--- src/rtl/hb_pkg.sv ---
package hb_pkg;
   function automatic int ctrl_width(input int n);
      return 4 * n + 3;
   endfunction
   function automatic int stat_width(input int n);
      return 2 * n + 2;
   endfunction
endpackage

--- src/rtl/hb_oc_filter.sv ---
module hb_oc_filter #(
   parameter int DLY_W = 8
) (
   input  logic             clk_i,
   input  logic             rst_ni,
   input  logic             flag_i,
   input  logic [DLY_W-1:0] dly_i,
   output logic             expired_o
);
   logic [DLY_W-1:0] cnt_q;

   always_ff @(posedge clk_i or negedge rst_ni) begin
      if (!rst_ni)               cnt_q <= '0;
      else if (!flag_i)          cnt_q <= '0;
      else if (cnt_q < dly_i)    cnt_q <= cnt_q + 1'b1;
   end

   assign expired_o = flag_i && (cnt_q >= dly_i);
endmodule

--- src/rtl/hb_stage_fault.sv ---
module hb_stage_fault (
   input  logic clk_i,
   input  logic rst_ni,
   input  logic tsd_i,
   input  logic oc_hs_set_i,
   input  logic oc_ls_set_i,
   input  logic clr_i,
   output logic therm_lat_o,
   output logic hs_lat_o,
   output logic ls_lat_o
);
   always_ff @(posedge clk_i or negedge rst_ni) begin
      if (!rst_ni) begin
         therm_lat_o <= 1'b0;
         hs_lat_o    <= 1'b0;
         ls_lat_o    <= 1'b0;
      end else begin
         therm_lat_o <= tsd_i       | (therm_lat_o & ~clr_i);
         hs_lat_o    <= oc_hs_set_i | (hs_lat_o    & ~clr_i);
         ls_lat_o    <= oc_ls_set_i | (ls_lat_o    & ~clr_i);
      end
   end
endmodule

--- src/rtl/hb_gate_mux.sv ---
module hb_gate_mux (
   input  logic hs_on_i,
   input  logic ls_on_i,
   input  logic hs_sel_i,
   input  logic ls_sel_i,
   input  logic pwm_i,
   input  logic run_i,
   input  logic hs_block_i,
   input  logic ls_block_i,
   output logic hs_gate_o,
   output logic ls_gate_o
);
   logic clash, hs_want, ls_want;

   always_comb begin
      clash     = hs_on_i & ls_on_i;
      hs_want   = hs_on_i & (~hs_sel_i | pwm_i);
      ls_want   = ls_on_i & (~ls_sel_i | pwm_i);
      hs_gate_o = hs_want & ~clash & run_i & ~hs_block_i;
      ls_gate_o = ls_want & ~clash & run_i & ~ls_block_i;
   end
endmodule

--- src/rtl/hb_ctrl_core.sv ---
module hb_ctrl_core #(
   parameter int N              = 3,
   parameter int DLY_W          = 8,
   parameter bit OC_SHUTDOWN_EN = 1'b1
) (
   input  logic                              clk_i,
   input  logic                              rst_ni,
   input  logic                              wr_en_i,
   input  logic [hb_pkg::ctrl_width(N)-1:0]  wr_data_i,
   input  logic                              pwm_i,
   input  logic [DLY_W-1:0]                  oc_dly_i,
   input  logic [N-1:0]                      warn_i,
   input  logic [N-1:0]                      tsd_i,
   input  logic [N-1:0]                      oc_hs_i,
   input  logic [N-1:0]                      oc_ls_i,
   output logic [N-1:0]                      hs_gate_o,
   output logic [N-1:0]                      ls_gate_o,
   output logic [hb_pkg::stat_width(N)-1:0]  stat_o
);
   localparam int CW      = hb_pkg::ctrl_width(N);
   localparam int HS_LO   = 0;
   localparam int LS_LO   = N;
   localparam int HP_LO   = 2 * N;
   localparam int LP_LO   = 3 * N;
   localparam int RUN_B   = 4 * N;
   localparam int ARM_B   = 4 * N + 1;
   localparam int SRR_B   = 4 * N + 2;

   initial begin
      if (N < 1)     $error("hb_ctrl_core: N must be at least 1");
      if (DLY_W < 1) $error("hb_ctrl_core: DLY_W must be at least 1");
   end

   logic [CW-2:0] ctrl_q;
   logic          srr_pulse;
   logic          ovl_q, tp_q;

   always_ff @(posedge clk_i or negedge rst_ni) begin
      if (!rst_ni)      ctrl_q <= '0;
      else if (wr_en_i) ctrl_q <= wr_data_i[CW-2:0];
   end
   assign srr_pulse = wr_en_i & wr_data_i[SRR_B];

   logic          run, arm;
   logic [N-1:0]  hs_on, ls_on, hs_sel, ls_sel;
   assign hs_on  = ctrl_q[HS_LO +: N];
   assign ls_on  = ctrl_q[LS_LO +: N];
   assign hs_sel = ctrl_q[HP_LO +: N];
   assign ls_sel = ctrl_q[LP_LO +: N];
   assign run    = ctrl_q[RUN_B];
   assign arm    = ctrl_q[ARM_B];

   logic [N-1:0] hs_exp, ls_exp, hs_set, ls_set;
   logic [N-1:0] therm_lat, hs_lat, ls_lat;

   generate
      if (OC_SHUTDOWN_EN) begin : g_oc
         for (genvar i = 0; i < N; i++) begin : g_flt
            hb_oc_filter #(.DLY_W(DLY_W)) u_hs_flt (
               .clk_i(clk_i), .rst_ni(rst_ni), .flag_i(oc_hs_i[i]),
               .dly_i(oc_dly_i), .expired_o(hs_exp[i]));
            hb_oc_filter #(.DLY_W(DLY_W)) u_ls_flt (
               .clk_i(clk_i), .rst_ni(rst_ni), .flag_i(oc_ls_i[i]),
               .dly_i(oc_dly_i), .expired_o(ls_exp[i]));
         end
      end else begin : g_no_oc
         assign hs_exp = '0;
         assign ls_exp = '0;
      end
   endgenerate

   assign hs_set = hs_exp & {N{arm}};
   assign ls_set = ls_exp & {N{arm}};

   for (genvar k = 0; k < N; k++) begin : g_stage
      hb_stage_fault u_fault (
         .clk_i(clk_i), .rst_ni(rst_ni), .tsd_i(tsd_i[k]),
         .oc_hs_set_i(hs_set[k]), .oc_ls_set_i(ls_set[k]), .clr_i(srr_pulse),
         .therm_lat_o(therm_lat[k]), .hs_lat_o(hs_lat[k]), .ls_lat_o(ls_lat[k]));
      hb_gate_mux u_mux (
         .hs_on_i(hs_on[k]), .ls_on_i(ls_on[k]),
         .hs_sel_i(hs_sel[k]), .ls_sel_i(ls_sel[k]),
         .pwm_i(pwm_i), .run_i(run),
         .hs_block_i(therm_lat[k] | hs_lat[k]),
         .ls_block_i(therm_lat[k] | ls_lat[k]),
         .hs_gate_o(hs_gate_o[k]), .ls_gate_o(ls_gate_o[k]));
   end

   always_ff @(posedge clk_i or negedge rst_ni) begin
      if (!rst_ni) begin
         ovl_q <= 1'b0;
         tp_q  <= 1'b0;
      end else begin
         ovl_q <= (|tsd_i) | (|hs_set) | (|ls_set) | (ovl_q & ~srr_pulse);
         tp_q  <= |warn_i;
      end
   end

   assign stat_o = {tp_q, ovl_q, ~(ls_lat | therm_lat), ~(hs_lat | therm_lat)};
endmodule

--- config.mk ---
export PLATFORM = sky130hd
export DESIGN_NAME = hb_ctrl_core
export DESIGN_NICKNAME = d
export VERILOG_FILES = /design/src/rtl/hb_pkg.sv /design/src/rtl/hb_oc_filter.sv /design/src/rtl/hb_stage_fault.sv /design/src/rtl/hb_gate_mux.sv /design/src/rtl/hb_ctrl_core.sv
export SDC_FILE = /design/constraint.sdc
export NUM_CORES = 1
export LEC_CHECK = 0
export ABC_AREA = 1
export BUFFER_PORTS_ARGS = -buffer_cell sky130_fd_sc_hd__buf_2
export CAP_MARGIN = 15
export CORE_ASPECT_RATIO = 1.4
export CORE_UTILIZATION = 55
export DETAILED_ROUTE_END_ITERATION = 8
export GPL_ROUTABILITY_DRIVEN = 0
export HOLD_SLACK_MARGIN = 0.06
export MAX_ROUTING_LAYER = met4
export PLACE_DENSITY = 0.75
export SKIP_LAST_GASP = 1
export SLEW_MARGIN = 20
export SYNTH_ARGS = -nofsm -noshare
export SYNTH_HDL_FRONTEND = slang
export SYNTH_SLANG_ARGS = --single-unit
export TNS_END_PERCENT = 1
--- constraint.sdc ---
create_clock -name clk_i -period 1.6 [get_ports clk_i]
set_input_delay 0.08 -clock clk_i [delete_from_list [all_inputs] [get_ports clk_i]]
set_output_delay 0.08 -clock clk_i [all_outputs]
set_load 0.02 [all_outputs]
# Yosys cells after proc, flatten, opt, wreduce, memory -nomap -nowiden
# Cells that the tools add are included.
# W data, S select, Z words.
[word_totals]
regBits = 73
input_bits = 39
out_inout_bits = 14
wordCells = 148
[op_classes]
add_sub_neg = 6
magnitude_cmp = 12
n_eq_ne = 6
n_mux = 12
n_bitwise = 84
n_reduce_logical = 10
[op_table]
columns = ["cell", "count"]
rows = [
  ["$mux W8", 12],
  ["$add A8 B1 Y8 const B", 6],
  ["$ge A8 B8 Y1", 6],
  ["$lt A8 B8 Y1", 6],
  ["$and A1 B1 Y1", 38],
  ["$or A1 B1 Y1", 24],
  ["$not A1 Y1", 16],
  ["$ne A2 B1 Y1 const B", 6],
  ["$reduce_or A3 Y1", 4],
  ["$and A3 B3 Y3", 2],
  ["$logic_and A1 B1 Y1", 6],
  ["$not A3 Y3", 2],
  ["$or A3 B3 Y3", 2],
]

# Logic depth before layout (Yosys ltp)
# Gate-level depths: netlist of run 1.
[depth]
word_depth = 7
ltp_mapped = 14
depth_no_buf = 14

# Modules after synthesis
# Synthesis of run 1 repeated with hierarchy kept, for this count alone.
[hier_totals]
hier_cells = 753
area_unflattened_um2 = 5641.7
[modules_own_cells]
columns = ["mod", "instances", "cells_each", "area_each_um2", "seq_area_each_um2"]
rows = [
  ["hb_oc_filter at g_oc.g_flt[0].u_hs_flt ...", 5, 101, 733.2, 200.2],
  ["hb_ctrl_core", 1, 69, 775.7, 400.4],
  ["hb_oc_filter at g_oc.g_flt[1].u_hs_flt", 1, 104, 719.4, 200.2],
  ["hb_stage_fault", 3, 13, 112.6, 75.1],
  ["hb_gate_mux", 3, 12, 47.5, 0.0],
]

# Worst setup path after synthesis of run 1
# No wires, ideal clock.
[synth_timing]
kind = "register -> register"
startpoint = "reg g_oc.g_flt[2].u_ls_flt.cnt_q[7]"
endpoint = "reg g_oc.g_flt[2].u_ls_flt.cnt_q[6]"
setup_time_ns = 0.074
arrival_ns = 1.404
required_ns = 1.526
setup_slack_ns = 0.122
stages_incl_launch_ff = 9
path_buffers = 1
synth_period_minus_slack_ns = 1.478
path_cell_list = "dfrtp_1 -> ha_1 -> a21o_1 -> nor2_4 -> nand2_4 -> nand2_4 -> buf_12 -> nand4_2 -> o21ai_2"
[synth_via]
elab_chain_cells = 2
[synth_lines]
columns = ["item", "line", "source"]
rows = [
  ["from (decl)", "hb_oc_filter.sv:10", "logic [DLY_W-1:0] cnt_q;"],
  ["from (signal assigned)", "hb_oc_filter.sv:15", "else if (cnt_q < dly_i) cnt_q <= cnt_q + 1'b1;"],
  ["$lt A8 B8 Y1", "hb_oc_filter.sv:15", ""],
  ["$ne A2 B1 Y1 (no line)", "n/a", ""],
]
# No other way between the ends.
# A chain may end at the register's enable or synchronous reset.

# Worst setup path after layout of run 1
[layout_timing]
startpoint = "reg g_oc.g_flt[2].u_hs_flt.cnt_q[7]"
endpoint = "reg g_oc.g_flt[2].u_hs_flt.cnt_q[6]"
[layout_via]
elab_chain_cells = 2
[layout_lines]
columns = ["item", "line"]
rows = [
  ["from (decl)", "hb_oc_filter.sv:10"],
  ["from (signal assigned)", "hb_oc_filter.sv:15"],
  ["$lt A8 B8 Y1", "hb_oc_filter.sv:15"],
  ["$ne A2 B1 Y1 (no line)", "n/a"],
]
# No other way between the ends.

==> results of run 1 <==
[power breakdown]
part           leakage (nW)  switching (mW)  internal [mW]  total (mW)
clock                 0.162           0.752           1.48        2.24
combinational          2.28           0.417          0.322       0.739
sequential            0.952          0.0743           1.93        2.01
[timing repair]
action,in CTS,in global routing
cloned,0,0
endpoints found under the hold margin,79,0
hold buffers,22,0
endpoints found under the setup margin,11,47
gates resized for setup,2,61
setup buffers,0,15
pin swaps,0,13
[kinds of logic (layout without fill, tap and decap cells)]
| group | Yosys count | in the layout | share of synthesized area (%) |
|---|---|---|---|
| and+or+nand+nor | 309 | 309 | 29.00 |
| buffers and inverters | 106 | 223 | 9.250 |
| AOI/OAI and AO/OA | 77 | 77 | 8.749 |
| DFF | 73 | 73 | 36.60 |
| adders and majority gates | 54 | 54 | 13.54 |
| muxes | 8 | 8 | 1.805 |
| xor gates and xnor gates | 6 | 6 | 1.053 |
[sequential cells by signal, summed over array words and instances (netlist names)]
name	flops
ovl_q	1
tp_q	1
ctrl_q	14
g_stage.u_fault.therm_lat_o	3
g_oc.g_flt.u_ls_flt.cnt_q	24
g_oc.g_flt.u_hs_flt.cnt_q	24
g_stage.u_fault.hs_lat_o	3
g_stage.u_fault.ls_lat_o	3
[Yosys cell counts, types with 6 or more instances]
cell type	count
o21ai_0	42
a21o_1	7
ha_1	54
nand4_1	24
inv_1	83
mux2_2	8
buf_4	8
xor2_1	6
nor3_1	14
nand2_1	143
dfrtp_1	73
a21oi_1	17
nor2_1	47
o21ai_2	7
nand3_1	53
[per-stage QoR]
step	util, %	hold slack (ns)
after floorplan	-	-0.2156
after global placement	63.32	0.04407
after detailed placement	63.32	0.04601
after CTS	69.70	0.06743
after global routing	73.95	0.08613
final	73.95	0.07061
[layout make-up]
type | count | area (sq um)
clock buffer | 13 | 270.3
tap | 105 | 131.4
clock inverter | 2 | 60.06
fill | 616 | 2268
sequential | 73 | 1828
multi-input combinational | 454 | 2957
timing repair buffer | 120 | 853.3
inverter | 88 | 340.3
[critical path, stage by stage, from the launching register on]
cell,delay (ns)
dfrtp_1,0.39
ha_1,0.30
a21o_1,0.17
nor2_2,0.12
buf_4,0.15
nand2_4,0.08
inv_4,0.09
nand4_1,0.10
o21ai_1,0.12
[worst max-delay path by stage]
stage,startpoint,end,cells past startpoint
5_1_grt,g_oc.g_flt[1].u_ls_flt.cnt_q[7],g_oc.g_flt[1].u_ls_flt.cnt_q[6],7
4_1_cts,g_oc.g_flt[2].u_ls_flt.cnt_q[7],g_oc.g_flt[2].u_ls_flt.cnt_q[2],8
2_1_floorplan,g_oc.g_flt[2].u_ls_flt.cnt_q[7],g_oc.g_flt[2].u_ls_flt.cnt_q[6],8
6_report,g_oc.g_flt[2].u_hs_flt.cnt_q[7],g_oc.g_flt[2].u_hs_flt.cnt_q[6],8
3_5_place_dp,g_oc.g_flt[0].u_ls_flt.cnt_q[5],g_oc.g_flt[0].u_ls_flt.cnt_q[7],8
3_3_place_gp,g_oc.g_flt[0].u_ls_flt.cnt_q[5],g_oc.g_flt[0].u_ls_flt.cnt_q[7],8
[metal layers]
layer	routed length (um)	track usage (%)	vias up	part of all wire, %
met5	0	-	-	0
met1	4998	30.37	2245	38
met3	631	4.303	39	4.8
met2	6987	52.23	155	54
met4	420	11.38	0	3.2
li1	-	-	2317	-
[layout by cell type (no fill, tap or decap), types with 2 or more instances in the layout]
master and instances:
nand2_1 129, inv_1 76, dfrtp_1 72, nand3_1 52, buf_2 51, buf_4 45, ha_1 44, nor2_1 39
o21ai_0 38, nand4_1 24, dlygate4sd3_1 22, nand2_2 14, nor3_1 14, a21oi_1 10, ha_4 10, inv_2 9
clkbuf_16 9, nor2_2 8, mux2_2 8, o21ai_2 8, a21oi_2 7, a21o_1 7, nand2_4 7, xor2_1 6
o21ai_1 6, nor2_4 5, nand3_2 4, nor3_2 3, nand3b_1 3, or2_2 3, clkbuf_8 3, inv_4 2
nand4_2 2, bufinv_16 2, buf_12 2
==> flow_summary_export.csv, run 1 <==
group,metric,value,unit
yosys,yosysWarnings,0,
sta,rsz0062_at_grt,"true",
place,preCtsSetupSlack,-0.04932,ns
floorplanning,fp.dieH,114.7,um
sta,fin_setup_tns,-0.003887,ns
worst_setup_path,timing.reg2reg.setup_slack,-0.004,ns
clock_network,numCtsBuffers,9,
clock_network,cts_sinks,73,
place,dp_hpwl,8777,um
yosys,synth_top_cell_by_area,"dfrtp_1",
sta,tightestPinTransition,0.5882,ns
floorplanning,io_pins,53,
floorplanning,dieArea,9465,sq um
global_routing,grt_usage,28.75,%
yosys,synth_top_area_share,36.60,%
yosys,synth_edf_count,0,
hold_path,holdPathEnd,"g_oc.g_flt[0].u_hs_flt.cnt_q[3]",
run_status,violations,"negative setup slack",
clock_network,cts_tree,"yes",
yosys,synthesis.area,4991,sq um
place,placed_cells,803,
yosys,synth.area.top_cells,"dfrtp_1, ha_1, nand2_1, inv_1, nand3_1",
power,power_density,773.3,nW/um^2
sta,slew_violations,0,
global_routing,grt_pass1_vias,4712,
global_routing,grt_antenna_before_repair,0,
sta,fin_ws,-0.003887,ns
floorplanning,rows,40,
clock_network,root_buffer,"clkbuf_16",
hold_path,holdPathStages,3,
worst_setup_path,critPathMaxFanout,6,
yosys,synth_ff_type,"dfrtp_1",
worst_setup_path,crit_path_start_kind,"register",
cells_and_area,n_antenna_cell,0,
sta,clock.fmax,0.6235,GHz
worst_setup_path,cp.arrival,1.86,ns
yosys,syn_inst,633,
route,drt_wl_total,13040,um
route,drt_drc_violations_left,0,
place,placed_area,5514,sq um
route,drt-pass1-iter-count,5,
power,vdd_drop_max,0.7376,mV
power,p_total,4.980,mW
clock_network,clk_pin_slew_worst_paths,0.06,ns
run_status,status,"finished with violations",
cells_and_area,nNetsFinal,839,
clock_network,clock_latency,0.34,ns
worst_setup_path,critPathKind,"reg -> reg",
yosys,synth-async-reset-ratio,100.0,%
worst_setup_path,reg2reg_from,"g_oc.g_flt[2].u_hs_flt.cnt_q[7]",
floorplanning,core_area,8708,sq um
sta,min_period,1.604,ns
sta,skew,0.003770,ns
route,drt_iter0_drc,295,
floorplanning,start_util,57.31,%
yosys,ys_seq_elements,73,
sta,final-hold-violation-count,0,
clock_network,htreeDepth,3,
worst_setup_path,timing.rr.end,"g_oc.g_flt[2].u_hs_flt.cnt_q[6]",
cells_and_area,stdcell_count,855,
hold_path,hp-start,"oc_hs_i[0]",
global_routing,grt_pass1_wl,20020,um
global_routing,grt-ovfl-total,0,
yosys,avgSynthCellArea,7.885,sq um
global_routing,grt_max_degree,32,
yosys,ys_types,35,
clock_network,max-clock-path-buffers,2,
cells_and_area,final_cell_area,6440,sq um
sta,period_share,100.2,%
cells_and_area,areaGrowthSynthToFinish,29.03,%
route,via_count,4756,
route,ant_nets,0,
yosys,yosysSeqAreaShare,36.60,%
sta,setup_viol,1,
run,maxCapViolCount,0,
place,io_buffers,52,
route,viasPerCell,5.563,
sta,slew-limit-headroom,60.75,%
worst_setup_path,r2r_cells,8,
worst_setup_path,cp_data_required_time,1.86,ns
route,wire_per_inst,15.25,um
cells_and_area,drive_above_1_share,27.47,%
yosys,syn_nets,726,
power,p_leak,3.395,nW
floorplanning,die_x,82.51,um
worst_setup_path,endpoint_kind,"register",
hold_path,hold_path.class,"in -> reg",
Power figures use the tool's default switching activity.
==> run 2: changes to the inputs <==
==> constraint.sdc (replaced) <==
create_clock -name clk_i -period 1.6 [get_ports clk_i]
set_input_delay 0.24 -clock clk_i [delete_from_list [all_inputs] [get_ports clk_i]]
set_output_delay 0.24 -clock clk_i [all_outputs]
set_load 0.02 [all_outputs]
==> run 2 against run 1 <==
- the run still ends with negative setup slack left
- clock skew is 0.0021 ns higher
- sequential power is essentially flat
- global-route usage fell by 2.3 points
- hold slack improved by 0.0071 ns
- first-iteration DRC count fell by 3.4%
- via count shrank 1.5%
- cell count decreased by 0.94%
- register-to-register slack barely moved
- flip-flop and latch count is the same
- critical endpoint is now g_oc.g_flt[0].u_hs_flt.cnt_q[1]
==> flow_summary_export.csv, run 2 (same netlist as run 1, synthesis figures left out) <==
group,metric,value,unit
floorplanning,io_pins,53,
run_status,violations,"negative setup slack",
cells_and_area,areaGrowthSynthToFinish,27.48,%
power,p_total,4.702,mW
worst_setup_path,crit_path_frequent_cell,"nand2_1",
worst_setup_path,critPathMaxFanout,6,
cells_and_area,n_antenna_cell,0,
worst_setup_path,cp.arrival,1.83,ns
place,io_buffers,52,
clock_network,cts_tree,"yes",
run,maxCapViolCount,0,
sta,skew,0.005884,ns
run_status,status,"finished with violations",
power,power_density,739.0,nW/um^2
worst_setup_path,worst-path-stages,9,
clock_network,cts_sinks,73,
sta,rsz0062_at_grt,"true",
worst_setup_path,timing.rr.end,"g_oc.g_flt[0].u_hs_flt.cnt_q[1]",
worst_setup_path,endpoint_kind,"register",
clock_network,numCtsBuffers,9,
route,drt_iter0_drc,285,
worst_setup_path,cp-startpoint,"g_oc.g_flt[0].u_hs_flt.cnt_q[7]",
clock_network,root_buffer,"clkbuf_16",
floorplanning,dieArea,9465,sq um
worst_setup_path,crit_end,"g_oc.g_flt[0].u_hs_flt.cnt_q[1]",
floorplanning,die_x,82.51,um
route,drt-pass1-iter-count,5,
hold_path,hold_path.class,"in -> reg",
route,drt_wl_total,12060,um
worst_setup_path,crit_chain,"ha_4 > nand2_1 > nor2_2 > nand2_2 > nand2_4 > inv_4 > buf_4 > nand3_1 > nand2_1",
floorplanning,rows,40,
cells_and_area,final_cell_mix,"nand2_1, inv_1, dfrtp_1, buf_4, nand3_1",
route,wire_per_inst,14.24,um
power,vdd_drop_max,0.7231,mV
floorplanning,start_util,57.31,%
sta,slew-limit-headroom,73.36,%
place,dp_hpwl,8407,um
cells_and_area,fin_util,73.06,%
place,placed_area,5569,sq um
clock_network,clk_pin_slew_worst_paths,0.06,ns
worst_setup_path,cp_slowest_cell,"dfrtp_1",
worst_setup_path,critPathKind,"reg -> reg",
cells_and_area,final_cell_area,6362,sq um
global_routing,grt_max_degree,74,
sta,tightestPinTransition,0.3992,ns
cells_and_area,reg_top3,"g_oc.g_flt.u_hs_flt.cnt_q x24, g_oc.g_flt.u_ls_flt.cnt_q x24, ctrl_q x14",
global_routing,grt_pass1_vias,4282,
worst_setup_path,r2r_cells,9,
route,ant_nets,0,
worst_setup_path,crit_path_start_kind,"register",
global_routing,grt_pass1_wl,18400,um
global_routing,grt_antenna_before_repair,0,
worst_setup_path,timing.reg2reg.setup_slack,-0.009,ns
route,via_count,4686,
sta,min_period,1.609,ns
sta,final-hold-violation-count,0,
floorplanning,fp.dieH,114.7,um
global_routing,grt_usage,26.49,%
worst_setup_path,path_delay_family,"simple AND/OR/NAND/NOR gates",
route,viasPerCell,5.532,
global_routing,grt-ovfl-total,0,
power,p_leak,3.332,nW
route,drt_drc_violations_left,0,
worst_setup_path,cp_data_required_time,1.83,ns
sta,period_share,100.5,%
cells_and_area,nNetsFinal,832,
clock_network,htreeDepth,3,
worst_setup_path,path_buf_inv,2,
place,preCtsSetupSlack,-0.2235,ns
clock_network,clock_latency,0.34,ns
cells_and_area,final_common_cell,"nand2_1",
worst_setup_path,reg2reg_from,"g_oc.g_flt[0].u_hs_flt.cnt_q[7]",
sta,clock.fmax,0.6217,GHz
clock_network,max-clock-path-buffers,2,
worst_setup_path,slowest_delay,0.42,ns
cells_and_area,drive_above_1_share,30.73,%
floorplanning,core_area,8708,sq um
sta,slew_violations,0,
sta,fin_ws,-0.008516,ns
sta,setup_viol,3,
run 2: cell types whose count changed in the layout (fill, tap and decap cells not counted), sizes merged:
cell,previous run,this run
clkbuf,13,11
bufinv,2,1
clkinvlp,0,2
nand2,151,152
clkinv,0,1
inv,88,87
buf,98,111
dlygate4sd3,22,1
run 2: where the power goes:
group	leakage [nW]	internal [mW]	total, mW	switching (mW)
sequential	0.952	1.93	2.00	0.0723
clock	0.137	1.23	1.99	0.758
combinational	2.24	0.301	0.711	0.409
total	3.33	3.46	4.70	1.24
run 2: timing repair:
| item | in CTS | in global routing |
|---|---|---|
| pin swaps | 2 | 24 |
| buffers inserted | 1 | 18 |
| endpoints found under the hold margin | 73 | 0 |
| hold buffers | 1 | 0 |
| resized for setup | 6 | 65 |
| setup endpoints to repair | 14 | 53 |
| gates cloned | 0 | 1 |
run 2: cell type report:
| cell class | count | area [sq um] |
|---|---|---|
| Inverter | 88 | 344.1 |
| Multi-Input combinational cell | 455 | 3045 |
| Sequential cell | 73 | 1828 |
| Tap cell | 105 | 131.4 |
| Fill cell | 619 | 2346 |
| Clock buffer | 11 | 242.7 |
| Clock inverter | 3 | 42.54 |
| Timing Repair Buffer | 112 | 728.2 |
run 2: stage by stage:
stage               hold WS (ns)  instances  setup TNS, ns
floorplan               -0.05559        633              0
global placement          0.2841        812         -2.523
detailed placement        0.2834        812         -6.095
CTS                      0.07393        828       -0.02291
global route             0.08409        847         -1.541
finish                   0.07773        847       -0.01783
run 2: worst min path at each step:
| stage | cells after the start | from | to |
|---|---|---|---|
| floorplan | 0 | rst_ni | ctrl_q[0] |
| global route | 2 | warn_i[2] | tp_q |
| CTS | 2 | warn_i[2] | tp_q |
| detailed placement | 2 | rst_ni | ctrl_q[2] |
| global placement | 2 | rst_ni | g_oc.g_flt[0].u_hs_flt.cnt_q[6] |
| finish | 2 | warn_i[2] | tp_q |
run 2: layer usage:
metal | up-vias | wire [um] | GRT usage [%]
met1 | 2168 | 4843 | 29.75
met2 | 175 | 6014 | 43.86
li1 | 2303 | - | -
met4 | 0 | 424 | 13.79
met3 | 40 | 777 | 5.100
met5 | - | 0 | -
